File: src/rtl/wwdt_pkg.sv
package wwdt_pkg;
    typedef enum logic [1:0] {
        ST_OFF   = 2'd0,
        ST_RUN   = 2'd1,
        ST_ARMED = 2'd2,
        ST_TRIP  = 2'd3
    } wwdt_state_e;

    localparam int ADDR_W = 3;
    localparam logic [ADDR_W-1:0] ADR_CTRL   = 3'd0;
    localparam logic [ADDR_W-1:0] ADR_RELOAD = 3'd1;
    localparam logic [ADDR_W-1:0] ADR_FEED   = 3'd2;
    localparam logic [ADDR_W-1:0] ADR_COUNT  = 3'd3;
    localparam logic [ADDR_W-1:0] ADR_WARN   = 3'd4;
    localparam logic [ADDR_W-1:0] ADR_WINLO  = 3'd5;
    localparam logic [ADDR_W-1:0] ADR_WINHI  = 3'd6;

    localparam logic [7:0] KEY_FIRST  = 8'hAA;
    localparam logic [7:0] KEY_SECOND = 8'h55;

    localparam int CB_EN   = 0;
    localparam int CB_MODE = 1;
    localparam int CB_TOUT = 2;
    localparam int CB_WARN = 3;
    localparam int CB_RSTF = 4;
    localparam int CB_WIN  = 5;
endpackage

File: src/rtl/wwdt_timer.sv
module wwdt_timer #(
    parameter int CNT_W = 24,
    parameter int PRE_W = 2
) (
    input  logic             clk,
    input  logic             rst_n,
    input  logic             clear,
    input  logic             run,
    input  logic             load,
    input  logic [CNT_W-1:0] load_val,
    input  logic [CNT_W-1:0] warn_val,
    output logic [CNT_W-1:0] cnt,
    output logic             expire,
    output logic             warn_hit
);
    localparam logic [PRE_W-1:0] PRE_LAST = '1;

    logic [PRE_W-1:0] pre;
    logic             tick;

    assign tick     = run && (pre == PRE_LAST);
    assign expire   = tick && (cnt == CNT_W'(1));
    assign warn_hit = tick && ({1'b0, cnt} == ({1'b0, warn_val} + (CNT_W+1)'(1)));

    always_ff @(posedge clk or negedge rst_n) begin
        if (!rst_n) begin
            pre <= '0;
            cnt <= '0;
        end else if (clear) begin
            pre <= '0;
            cnt <= '0;
        end else if (load) begin
            pre <= '0;
            cnt <= load_val;
        end else if (run) begin
            pre <= pre + 1'b1;
            if (tick) cnt <= cnt - 1'b1;
        end
    end
endmodule

File: src/rtl/wwdt_fsm.sv
module wwdt_fsm
    import wwdt_pkg::*;
(
    input  logic              clk,
    input  logic              rst_n,
    input  logic              acc_wr,
    input  logic              acc_rd,
    input  logic [ADDR_W-1:0] acc_addr,
    input  logic [7:0]        key,
    input  logic              start_req,
    input  logic              expire,
    input  logic              win_ok,
    input  logic              rst_mode,
    output wwdt_state_e       state,
    output logic              load,
    output logic              fault,
    output logic              trip
);
    wwdt_state_e nxt;
    logic        feed_wr;

    assign feed_wr = acc_wr && (acc_addr == ADR_FEED);

    always_ff @(posedge clk or negedge rst_n) begin
        if (!rst_n) state <= ST_OFF;
        else        state <= nxt;
    end

    always_comb begin
        nxt   = state;
        load  = 1'b0;
        fault = 1'b0;
        unique case (state)
            ST_OFF: begin
                if (start_req) begin
                    nxt  = ST_RUN;
                    load = 1'b1;
                end
            end
            ST_RUN: begin
                if (feed_wr) begin
                    if (key == KEY_FIRST) nxt = ST_ARMED;
                    else                  fault = 1'b1;
                end else if (expire) begin
                    fault = 1'b1;
                end
            end
            ST_ARMED: begin
                if (feed_wr && key == KEY_SECOND) begin
                    if (win_ok) begin
                        nxt  = ST_RUN;
                        load = 1'b1;
                    end else begin
                        fault = 1'b1;
                    end
                end else if (acc_wr || acc_rd) begin
                    fault = 1'b1;
                end else if (expire) begin
                    fault = 1'b1;
                end
            end
            ST_TRIP: nxt = ST_OFF;
            default: nxt = ST_OFF;
        endcase
        if (fault) nxt = rst_mode ? ST_TRIP : ST_OFF;
    end

    always_comb trip = (state == ST_TRIP);
endmodule

File: src/rtl/wwdt_regs.sv
module wwdt_regs
    import wwdt_pkg::*;
#(
    parameter int                CNT_W      = 24,
    parameter int                DATA_W     = 32,
    parameter int                MIN_RELOAD = 256,
    parameter logic [CNT_W-1:0]  RELOAD_RST = 24'h00FFFF
) (
    input  logic              clk,
    input  logic              rst_n,
    input  logic              clear,
    input  logic              acc_wr,
    input  logic [ADDR_W-1:0] acc_addr,
    input  logic [DATA_W-1:0] acc_wdata,
    input  logic              set_tout,
    input  logic              set_warn,
    output logic              rst_mode,
    output logic              win_en,
    output logic              tout_f,
    output logic              warn_f,
    output logic              rstrec_f,
    output logic [CNT_W-1:0]  reload_q,
    output logic [CNT_W-1:0]  warn_q,
    output logic [CNT_W-1:0]  winlo_q,
    output logic [CNT_W-1:0]  winhi_q
);
    localparam logic [CNT_W-1:0] FLOOR = CNT_W'(MIN_RELOAD);

    logic [CNT_W-1:0] wval;
    assign wval = acc_wdata[CNT_W-1:0];

    always_ff @(posedge clk or negedge rst_n) begin
        if (!rst_n) begin
            rst_mode <= 1'b0; win_en <= 1'b0;
            tout_f   <= 1'b0; warn_f <= 1'b0; rstrec_f <= 1'b0;
            reload_q <= RELOAD_RST; warn_q <= '0; winlo_q <= '0; winhi_q <= '0;
        end else if (clear) begin
            rst_mode <= 1'b0; win_en <= 1'b0;
            tout_f   <= 1'b0; warn_f <= 1'b0; rstrec_f <= 1'b1;
            reload_q <= RELOAD_RST; warn_q <= '0; winlo_q <= '0; winhi_q <= '0;
        end else begin
            if (acc_wr) begin
                unique case (acc_addr)
                    ADR_CTRL: begin
                        rst_mode <= rst_mode | acc_wdata[CB_MODE];
                        win_en   <= acc_wdata[CB_WIN];
                        if (acc_wdata[CB_TOUT]) tout_f   <= 1'b0;
                        if (acc_wdata[CB_WARN]) warn_f   <= 1'b0;
                        if (acc_wdata[CB_RSTF]) rstrec_f <= 1'b0;
                    end
                    ADR_RELOAD: reload_q <= (wval < FLOOR) ? FLOOR : wval;
                    ADR_WARN:   warn_q   <= wval;
                    ADR_WINLO:  winlo_q  <= wval;
                    ADR_WINHI:  winhi_q  <= wval;
                    default: ;
                endcase
            end
            if (set_tout) tout_f <= 1'b1;
            if (set_warn) warn_f <= 1'b1;
        end
    end
endmodule

File: src/rtl/wwdt_top.sv
module wwdt_top
    import wwdt_pkg::*;
#(
    parameter int               CNT_W      = 24,
    parameter int               PRE_W      = 2,
    parameter int               DATA_W     = 32,
    parameter int               MIN_RELOAD = 256,
    parameter logic [CNT_W-1:0] RELOAD_RST = 24'h00FFFF
) (
    input  logic              clk,
    input  logic              rst_n,
    input  logic              acc_wr,
    input  logic              acc_rd,
    input  logic [2:0]        acc_addr,
    input  logic [DATA_W-1:0] acc_wdata,
    output logic [DATA_W-1:0] acc_rdata,
    output logic              wdt_rst_o,
    output logic              wdt_irq_o
);
    wwdt_state_e      state;
    logic             load, fault, trip, expire, warn_hit, running, win_ok, start_req;
    logic             rst_mode, win_en, tout_f, warn_f, rstrec_f;
    logic [CNT_W-1:0] cnt, reload_q, warn_q, winlo_q, winhi_q;

    assign running   = (state == ST_RUN) || (state == ST_ARMED);
    assign start_req = acc_wr && (acc_addr == ADR_CTRL) && acc_wdata[CB_EN];
    assign win_ok    = !win_en || ((cnt >= winlo_q) && (cnt <= winhi_q));

    wwdt_fsm u_fsm (
        .clk(clk), .rst_n(rst_n), .acc_wr(acc_wr), .acc_rd(acc_rd),
        .acc_addr(acc_addr), .key(acc_wdata[7:0]), .start_req(start_req),
        .expire(expire), .win_ok(win_ok), .rst_mode(rst_mode),
        .state(state), .load(load), .fault(fault), .trip(trip)
    );

    wwdt_timer #(.CNT_W(CNT_W), .PRE_W(PRE_W)) u_timer (
        .clk(clk), .rst_n(rst_n), .clear(trip), .run(running), .load(load),
        .load_val(reload_q), .warn_val(warn_q), .cnt(cnt),
        .expire(expire), .warn_hit(warn_hit)
    );

    wwdt_regs #(.CNT_W(CNT_W), .DATA_W(DATA_W), .MIN_RELOAD(MIN_RELOAD),
                .RELOAD_RST(RELOAD_RST)) u_regs (
        .clk(clk), .rst_n(rst_n), .clear(trip), .acc_wr(acc_wr),
        .acc_addr(acc_addr), .acc_wdata(acc_wdata),
        .set_tout(fault && !rst_mode), .set_warn(warn_hit),
        .rst_mode(rst_mode), .win_en(win_en), .tout_f(tout_f), .warn_f(warn_f),
        .rstrec_f(rstrec_f), .reload_q(reload_q), .warn_q(warn_q),
        .winlo_q(winlo_q), .winhi_q(winhi_q)
    );

    always_comb begin
        acc_rdata = '0;
        unique case (acc_addr)
            ADR_CTRL: begin
                acc_rdata[CB_EN]   = running;
                acc_rdata[CB_MODE] = rst_mode;
                acc_rdata[CB_TOUT] = tout_f;
                acc_rdata[CB_WARN] = warn_f;
                acc_rdata[CB_RSTF] = rstrec_f;
                acc_rdata[CB_WIN]  = win_en;
            end
            ADR_RELOAD: acc_rdata[CNT_W-1:0] = reload_q;
            ADR_COUNT:  acc_rdata[CNT_W-1:0] = cnt;
            ADR_WARN:   acc_rdata[CNT_W-1:0] = warn_q;
            ADR_WINLO:  acc_rdata[CNT_W-1:0] = winlo_q;
            ADR_WINHI:  acc_rdata[CNT_W-1:0] = winhi_q;
            default:    acc_rdata = '0;
        endcase
    end

    assign wdt_rst_o = trip;
    assign wdt_irq_o = tout_f | warn_f;
endmodule

File: config.mk
export PLATFORM = sky130hd
export DESIGN_NAME = wwdt_top
export DESIGN_NICKNAME = d
export VERILOG_FILES = /design/src/rtl/wwdt_pkg.sv /design/src/rtl/wwdt_timer.sv /design/src/rtl/wwdt_fsm.sv /design/src/rtl/wwdt_regs.sv /design/src/rtl/wwdt_top.sv
export SDC_FILE = /design/constraint.sdc
export NUM_CORES = 1
export LEC_CHECK = 0
export ABC_AREA = 1
export BUFFER_PORTS_ARGS = -buffer_cell sky130_fd_sc_hd__buf_2
export CELL_PAD_IN_SITES_DETAIL_PLACEMENT = 1
export CELL_PAD_IN_SITES_GLOBAL_PLACEMENT = 1
export CORE_ASPECT_RATIO = 1.25
export CORE_MARGIN = 2
export CORE_UTILIZATION = 46
export CTS_BUF_LIST = sky130_fd_sc_hd__clkbuf_2 sky130_fd_sc_hd__clkbuf_4 sky130_fd_sc_hd__clkbuf_8
export CTS_CLUSTER_DIAMETER = 150
export DETAILED_ROUTE_END_ITERATION = 7
export PLACE_DENSITY_LB_ADDON = 0.08
export SLEW_MARGIN = 15
export SYNTH_ARGS = -nofsm -noshare
export SYNTH_HDL_FRONTEND = slang
export SYNTH_SLANG_ARGS = --single-unit
File: constraint.sdc
create_clock -name clk -period 2.7 [get_ports clk]
set_input_delay 0.27 -clock clk [delete_from_list [all_inputs] [get_ports clk]]
set_output_delay 0.27 -clock clk [all_outputs]
set_load 0.05 [all_outputs]
==> reports/results.tsv, run 1 <==
metric	value	unit
slew_headroom	0.501	
drtIter0Drc	622	
met2_usage	0.588	
coreArea	19400	sq um
finalSetupViolCount	0	
layout_min_cycle_time	2.59	ns
die_x	130	um
hp-class	input port to flop	
drive_gt1_frac	0.153	
yosys-top-cells-area	dfrtp_1 31%, nand2_1 13%, ha_1 8.0%	
fmax	385	MHz
area_delta_synth_final	16.6	%
holdCritStartpoint	acc_wdata[2]	
async_flop_share	1.00	
peakVddDrop	0.462	mV
grt_pass1_vias	9720	
holdPathStages	3	
fin_tns_setup	0	ns
grt_util_met3	0.0566	
drc	0	
critical_path_class	flop to flop	
overflow	0	
synth_mux_area_frac	0.00124	
diodes	0	
cts_max_level	4	
yosys.area.top_type	dfrtp_1	
drt-total-wl	35400	um
cts.sinks	129	
timing.final.crit_share	0.961	
pin_count	73	
reg2reg_from	u_timer.cnt[19]$_DFFE_PN0P_	
endpoint_kind	flop	
synth_top_area_frac	0.311	
gr-max-usage-layer	met2	
synth-adder-area-share	0.0798	
wl_per_cell	21.6	um
avgSynthCellArea	7.21	sq um
cts_tree	built	
synth_edf_count	0	
synthFlopType	dfrtp_1	
p_leak	5.35	nW
synth_compound_area_frac	0.155	
synth_top_family_by_area	simple AND/OR/NAND/NOR gates	
syn_inst	1261	
fp.dieH	161	um
insertion_delay	0.46	ns
start_util	0.469	
synth_seq_area_share	0.357	
p_per_area	1170	nW/um^2
required	3.08	ns
syn_area	9100	sq um
crit_fanout	7	
skew	0.0160	ns
worstPathArrival	2.98	ns
nNetsFinal	1460	
viasPerCell	5.70	
rows	57	
grtUsageTotal	0.350	
reg2reg_to	u_timer.cnt[2]$_DFFE_PN0P_	
gr-usage-met1	0.428	
clockRootBuffer	clkbuf_8	
ys_ff_latch	129	
clk_pin_slew	0.09	ns
place.gp.congestion	0.949	
synth-simple-area-share	0.256	
reg2regPathDepth	14	
status	finished, final reports clean	
cts_max_path_buffers	2	
antenna_found_initial	0	
dieArea	20900	sq um
place_hpwl	26300	um
synth_cell_types	45	
antenna_left	0	
ff2ff_setup_slack	0.11	ns
placement.io_buffers	56	
synth.yosys.warnings	0	
maxCapViolCount	0	
firstDrtPassIters	5	
hold_end	u_regs.reload_q[2]$_DFFE_PN1P_	
tightest_slew	0.741	ns
grt_pass1_wl	54800	um
grt_max_degree	61	
slew_viol_final	0	
start_kind	flop	
synth_xor_area_frac	0.0414	
post-route-util	0.547	
hold_viol_final	0	
vias	9340	
cts_inserted_buffers	17	
[where the power goes]
part / total, mW / switching (mW) / internal, mW / leakage (nW)
logic: 7.00 / 4.60 / 2.40 / 3.49
clock network: 2.00 / 0.836 / 1.16 / 0.236
registers: 3.37 / 0.604 / 2.77 / 1.63
total: 12.4 / 6.04 / 6.33 / 5.35
[repair_timing]
action,CTS,global route
gates resized for setup,0,7
setup endpoints to repair,0,28
buffers inserted,0,1
hold endpoints to repair,51,0
hold buffers,1,0
[Yosys cell counts (16+ instances only)]
library cell,instances
nand3_1,81
dfrtp_1,113
clkbuf_1,31
o22ai_1,23
a21oi_1,43
dfstp_2,16
o21ai_1,26
inv_1,188
nand2_1,306
o21ai_0,105
xor2_1,37
ha_1,58
nor2_1,91
[sequential cells by signal, indices dropped and copies added, names as in the netlist]
name,count
u_fsm.state,2
u_regs.reload_q,24
u_regs.rst_mode,1
u_regs.rstrec_f,1
u_regs.tout_f,1
u_regs.warn_f,1
u_regs.warn_q,24
u_regs.win_en,1
u_regs.winhi_q,24
u_regs.winlo_q,24
u_timer.cnt,24
u_timer.pre,2
[worst max-delay path, stage by stage, from the launching register on]
cell and delay (ns):
dfrtp_1 0.40, ha_1 0.31, nand2_1 0.08, nor2_2 0.12, nand4_1 0.27, nor2_1 0.20, nand2_1 0.08, nand3_2 0.08
nand2_1 0.09, nand2_2 0.14, nand3_4 0.13, nand3b_4 0.15, buf_12 0.12, nand3_4 0.15, o21ai_1 0.18
[cells by family (layout without fill, tap and decap cells)]
family	Yosys count	after routing
other cells	1	8
xor+xnor	43	43
buf+inv	249	355
fa+ha+maj	58	58
simple gates	535	536
flops	129	129
mux	1	1
compound gates	245	245
[per-layer routing]
layer / share of wire / up-vias
met3: 0.061 / 104
met4: 0.060 / 0
met1: 0.40 / 4596
li1: - / 4308
met2: 0.48 / 332
met5: 0 / -
[area by class of cell]
cell class / count / area [sq um]
tap: 265 / 332
inverter: 195 / 732
fill: 2555 / 8790
multi-input combinational: 891 / 4930
clock inverter: 10 / 183
clock buffer: 21 / 277
sequential: 129 / 3250
timing repair buffer: 129 / 912
[worst max-delay path by stage]
stage | from | endpoint | slack [ns] | cells past startpoint
floorplan | acc_addr[0] | acc_rdata[12] | 0.28 | 8
detailed placement | u_timer.cnt[19]$_DFFE_PN0P_ | u_timer.cnt[2]$_DFFE_PN0P_ | 0.04 | 13
CTS | u_timer.cnt[19]$_DFFE_PN0P_ | u_timer.cnt[18]$_DFFE_PN0P_ | 0.02 | 13
global route | u_regs.warn_q[0]$_DFFE_PN0P_ | u_regs.warn_f$_DFFE_PN0P_ | -0.003 | 13
global placement | u_timer.cnt[15]$_DFFE_PN0P_ | u_timer.cnt[10]$_DFFE_PN0P_ | 0.1 | 13
finish | u_timer.cnt[19]$_DFFE_PN0P_ | u_timer.cnt[2]$_DFFE_PN0P_ | 0.11 | 14
[through the flow]
| stage | cells | cell area (sq um) | power (mW) | hold WS (ns) | setup slack (ns) |
|---|---|---|---|---|---|
| 4_1_cts | 1638 | 10600 | 12.2 | 0.0225 | 0.0153 |
| 3_3_place_gp | 1606 | 10100 | 9.87 | 0.299 | 0.0973 |
| 6_report | 1640 | 10600 | 12.4 | 0.0325 | 0.105 |
| 5_1_grt | 1640 | 10600 | 13.4 | 0.0351 | -0.00311 |
| 3_5_place_dp | 1606 | 10100 | 10.1 | 0.296 | 0.0401 |
| 2_1_floorplan | 1268 | 9120 | 7.78 | -0.0256 | 0.282 |
[cell usage in the layout (no fill, tap or decap), drive strengths merged, types with 12 or more instances in the layout]
cell,Yosys,final
buf,23,128
nand4,13,13
xor2,37,37
dfrtp,113,113
a221oi,12,12
clkbuf,31,21
nor2,95,95
o21ai,131,131
ha,58,58
a21oi,43,43
inv,193,193
o22ai,23,23
dfstp,16,16
nand2,310,310
nor3,18,18
nand3,84,85
(Power assumes the default switching activity.)
==> inputs of run 2 (changes only) <==
- CORE_MARGIN: 2 -> unset
- CORE_UTILIZATION: 46 -> 49
- clock period: 2.7 -> 3.2 ns (I/O delays scaled with it)
==> run 2 against run 1 <==
Global-route usage increased by 3.4 points. Cell area decreased by 3.7%. Combinational power decreased by 21%. Critical endpoint is now acc_rdata[21]. Via count increased by 0.32%. Highest routed layer unchanged. Routed wire length decreased by 1.1%.
==> reports/results.tsv, run 2 (synthesis results as in run 1) <==
metric	value	unit
status	finished, final reports clean	
wl_per_cell	22.4	um
endpoint_kind	output port	
firstDrtPassIters	5	
fp.dieH	154	um
start_util	0.501	
reg2reg_to	u_timer.cnt[12]$_DFFE_PN0P_	
layout_min_cycle_time	3.12	ns
cts.sinks	129	
placement.io_buffers	56	
skew	0.0107	ns
holdPathStages	3	
critPathLaunch	acc_addr[2]	
p_seq_frac	0.288	
hold_end	u_regs.reload_q[5]$_DFFE_PN1P_	
fmax	321	MHz
timing.hold.ws	0.0837	ns
rows	55	
insertion_delay	0.46	ns
dieArea	19100	sq um
maxCapViolCount	0	
reg2reg_from	u_timer.cnt[21]$_DFFE_PN0P_	
timing.final.crit_share	0.975	
post-route-util	0.563	
vias	9370	
post_cts_resized	0	
critical_path_class	input port to output port	
overflow	0	
final_cell_mix	306 x nand2_1, 188 x inv_1, 113 x dfrtp_1	
clk_pin_slew	0.08	ns
rsz0062_at_grt	false	
drt-total-wl	35000	um
p_int	5.13	mW
grt_max_degree	69	
cts_tree	built	
required	2.88	ns
cts_inserted_buffers	17	
holdCritStartpoint	acc_wdata[5]	
cts_max_path_buffers	2	
diodes	0	
grt_pass1_vias	9832	
drc	0	
area_delta_synth_final	12.4	%
worstPathArrival	2.80	ns
place_hpwl	25900	um
power_switching_share	0.496	
pwr-share-clk	0.170	
drive_gt1_frac	0.125	
finalSetupViolCount	0	
coreArea	18200	sq um
slew_viol_final	0	
nNetsFinal	1421	
pin_count	73	
hp-class	input port to flop	
cts_max_level	4	
place.gp.congestion	0.950	
ff2ff_setup_slack	0.14	ns
tightest_slew	0.891	ns
antenna_found_initial	0	
viasPerCell	5.99	
grtUsageTotal	0.384	
reg2regPathDepth	12	
peakVddDrop	0.373	mV
antenna_left	0	
hold_viol_final	0	
clockRootBuffer	clkbuf_8	
comb_power_share	0.542	
die_x	124	um
start_kind	input port	
final_common_cell	nand2_1	
grt_pass1_wl	54100	um
slew_headroom	0.404	
fin_tns_setup	0	ns
crit_fanout	11	
switching_power	5.06	mW
p_per_area	997	nW/um^2
drtIter0Drc	687	
p_leak	5.14	nW
run 2: worst max-delay path by stage:
stage / to / cells past startpoint
2_1_floorplan: acc_rdata[12] / 8
3_3_place_gp: acc_rdata[16] / 11
3_5_place_dp: acc_rdata[21] / 11
4_1_cts: acc_rdata[21] / 11
5_1_grt: acc_rdata[16] / 11
6_report: acc_rdata[21] / 11
run 2: area by class of cell:
type	instances	area [sq um]
clock buffer	23	298
clock inverter	9	178
fill	2434	7940
inverter	195	732
multi-input combinational	890	4890
sequential	129	3250
tap	228	285
timing repair buffer	91	589
run 2: worst max-delay path: stages:
cell      delay, ns
buf_2          0.13
inv_2          0.06
nor2_1         0.10
inv_1          0.06
nor2_1         0.67
inv_1          0.44
buf_4          0.32
o22ai_1        0.22
a21oi_1        0.08
o211ai_1       0.09
buf_2          0.29
run 2: metrics by stage:
stage	area [sq um]	cells	setup slack, ns	total power, mW
4_1_cts	10200	1565	0.178	10.1
3_3_place_gp	9740	1532	0.364	8.07
5_1_grt	10200	1565	0.0400	10.9
6_report	10200	1565	0.0812	10.2
2_1_floorplan	9120	1268	0.682	6.56
3_5_place_dp	9740	1532	0.193	8.33
run 2: timing repair:
item	in CTS	in global routing
buffers inserted	0	0
endpoints found under the setup margin	0	0
hold endpoints to repair	54	0
hold buffers	1	0
run 2: per-layer routing:
| metal | global-route usage | routed length, um | up-vias |
|---|---|---|---|
| met2 | 0.659 | 17400 | 364 |
| met4 | 0.211 | 1920 | 0 |
| met3 | 0.0586 | 1850 | 109 |
| li1 | - | - | 4244 |
| met1 | 0.451 | 13900 | 4653 |
| met5 | 0 | 0 | - |
run 2: power groups by stage:
stage / Clock, mW / Sequential, mW / Combinational (mW)
after floorplan: 0 / 2.75 / 3.81
after global placement: 0 / 2.91 / 5.16
after detailed placement: 0 / 2.94 / 5.39
after CTS: 1.74 / 2.92 / 5.48
after global routing: 1.79 / 3.00 / 6.10
final: 1.73 / 2.94 / 5.52
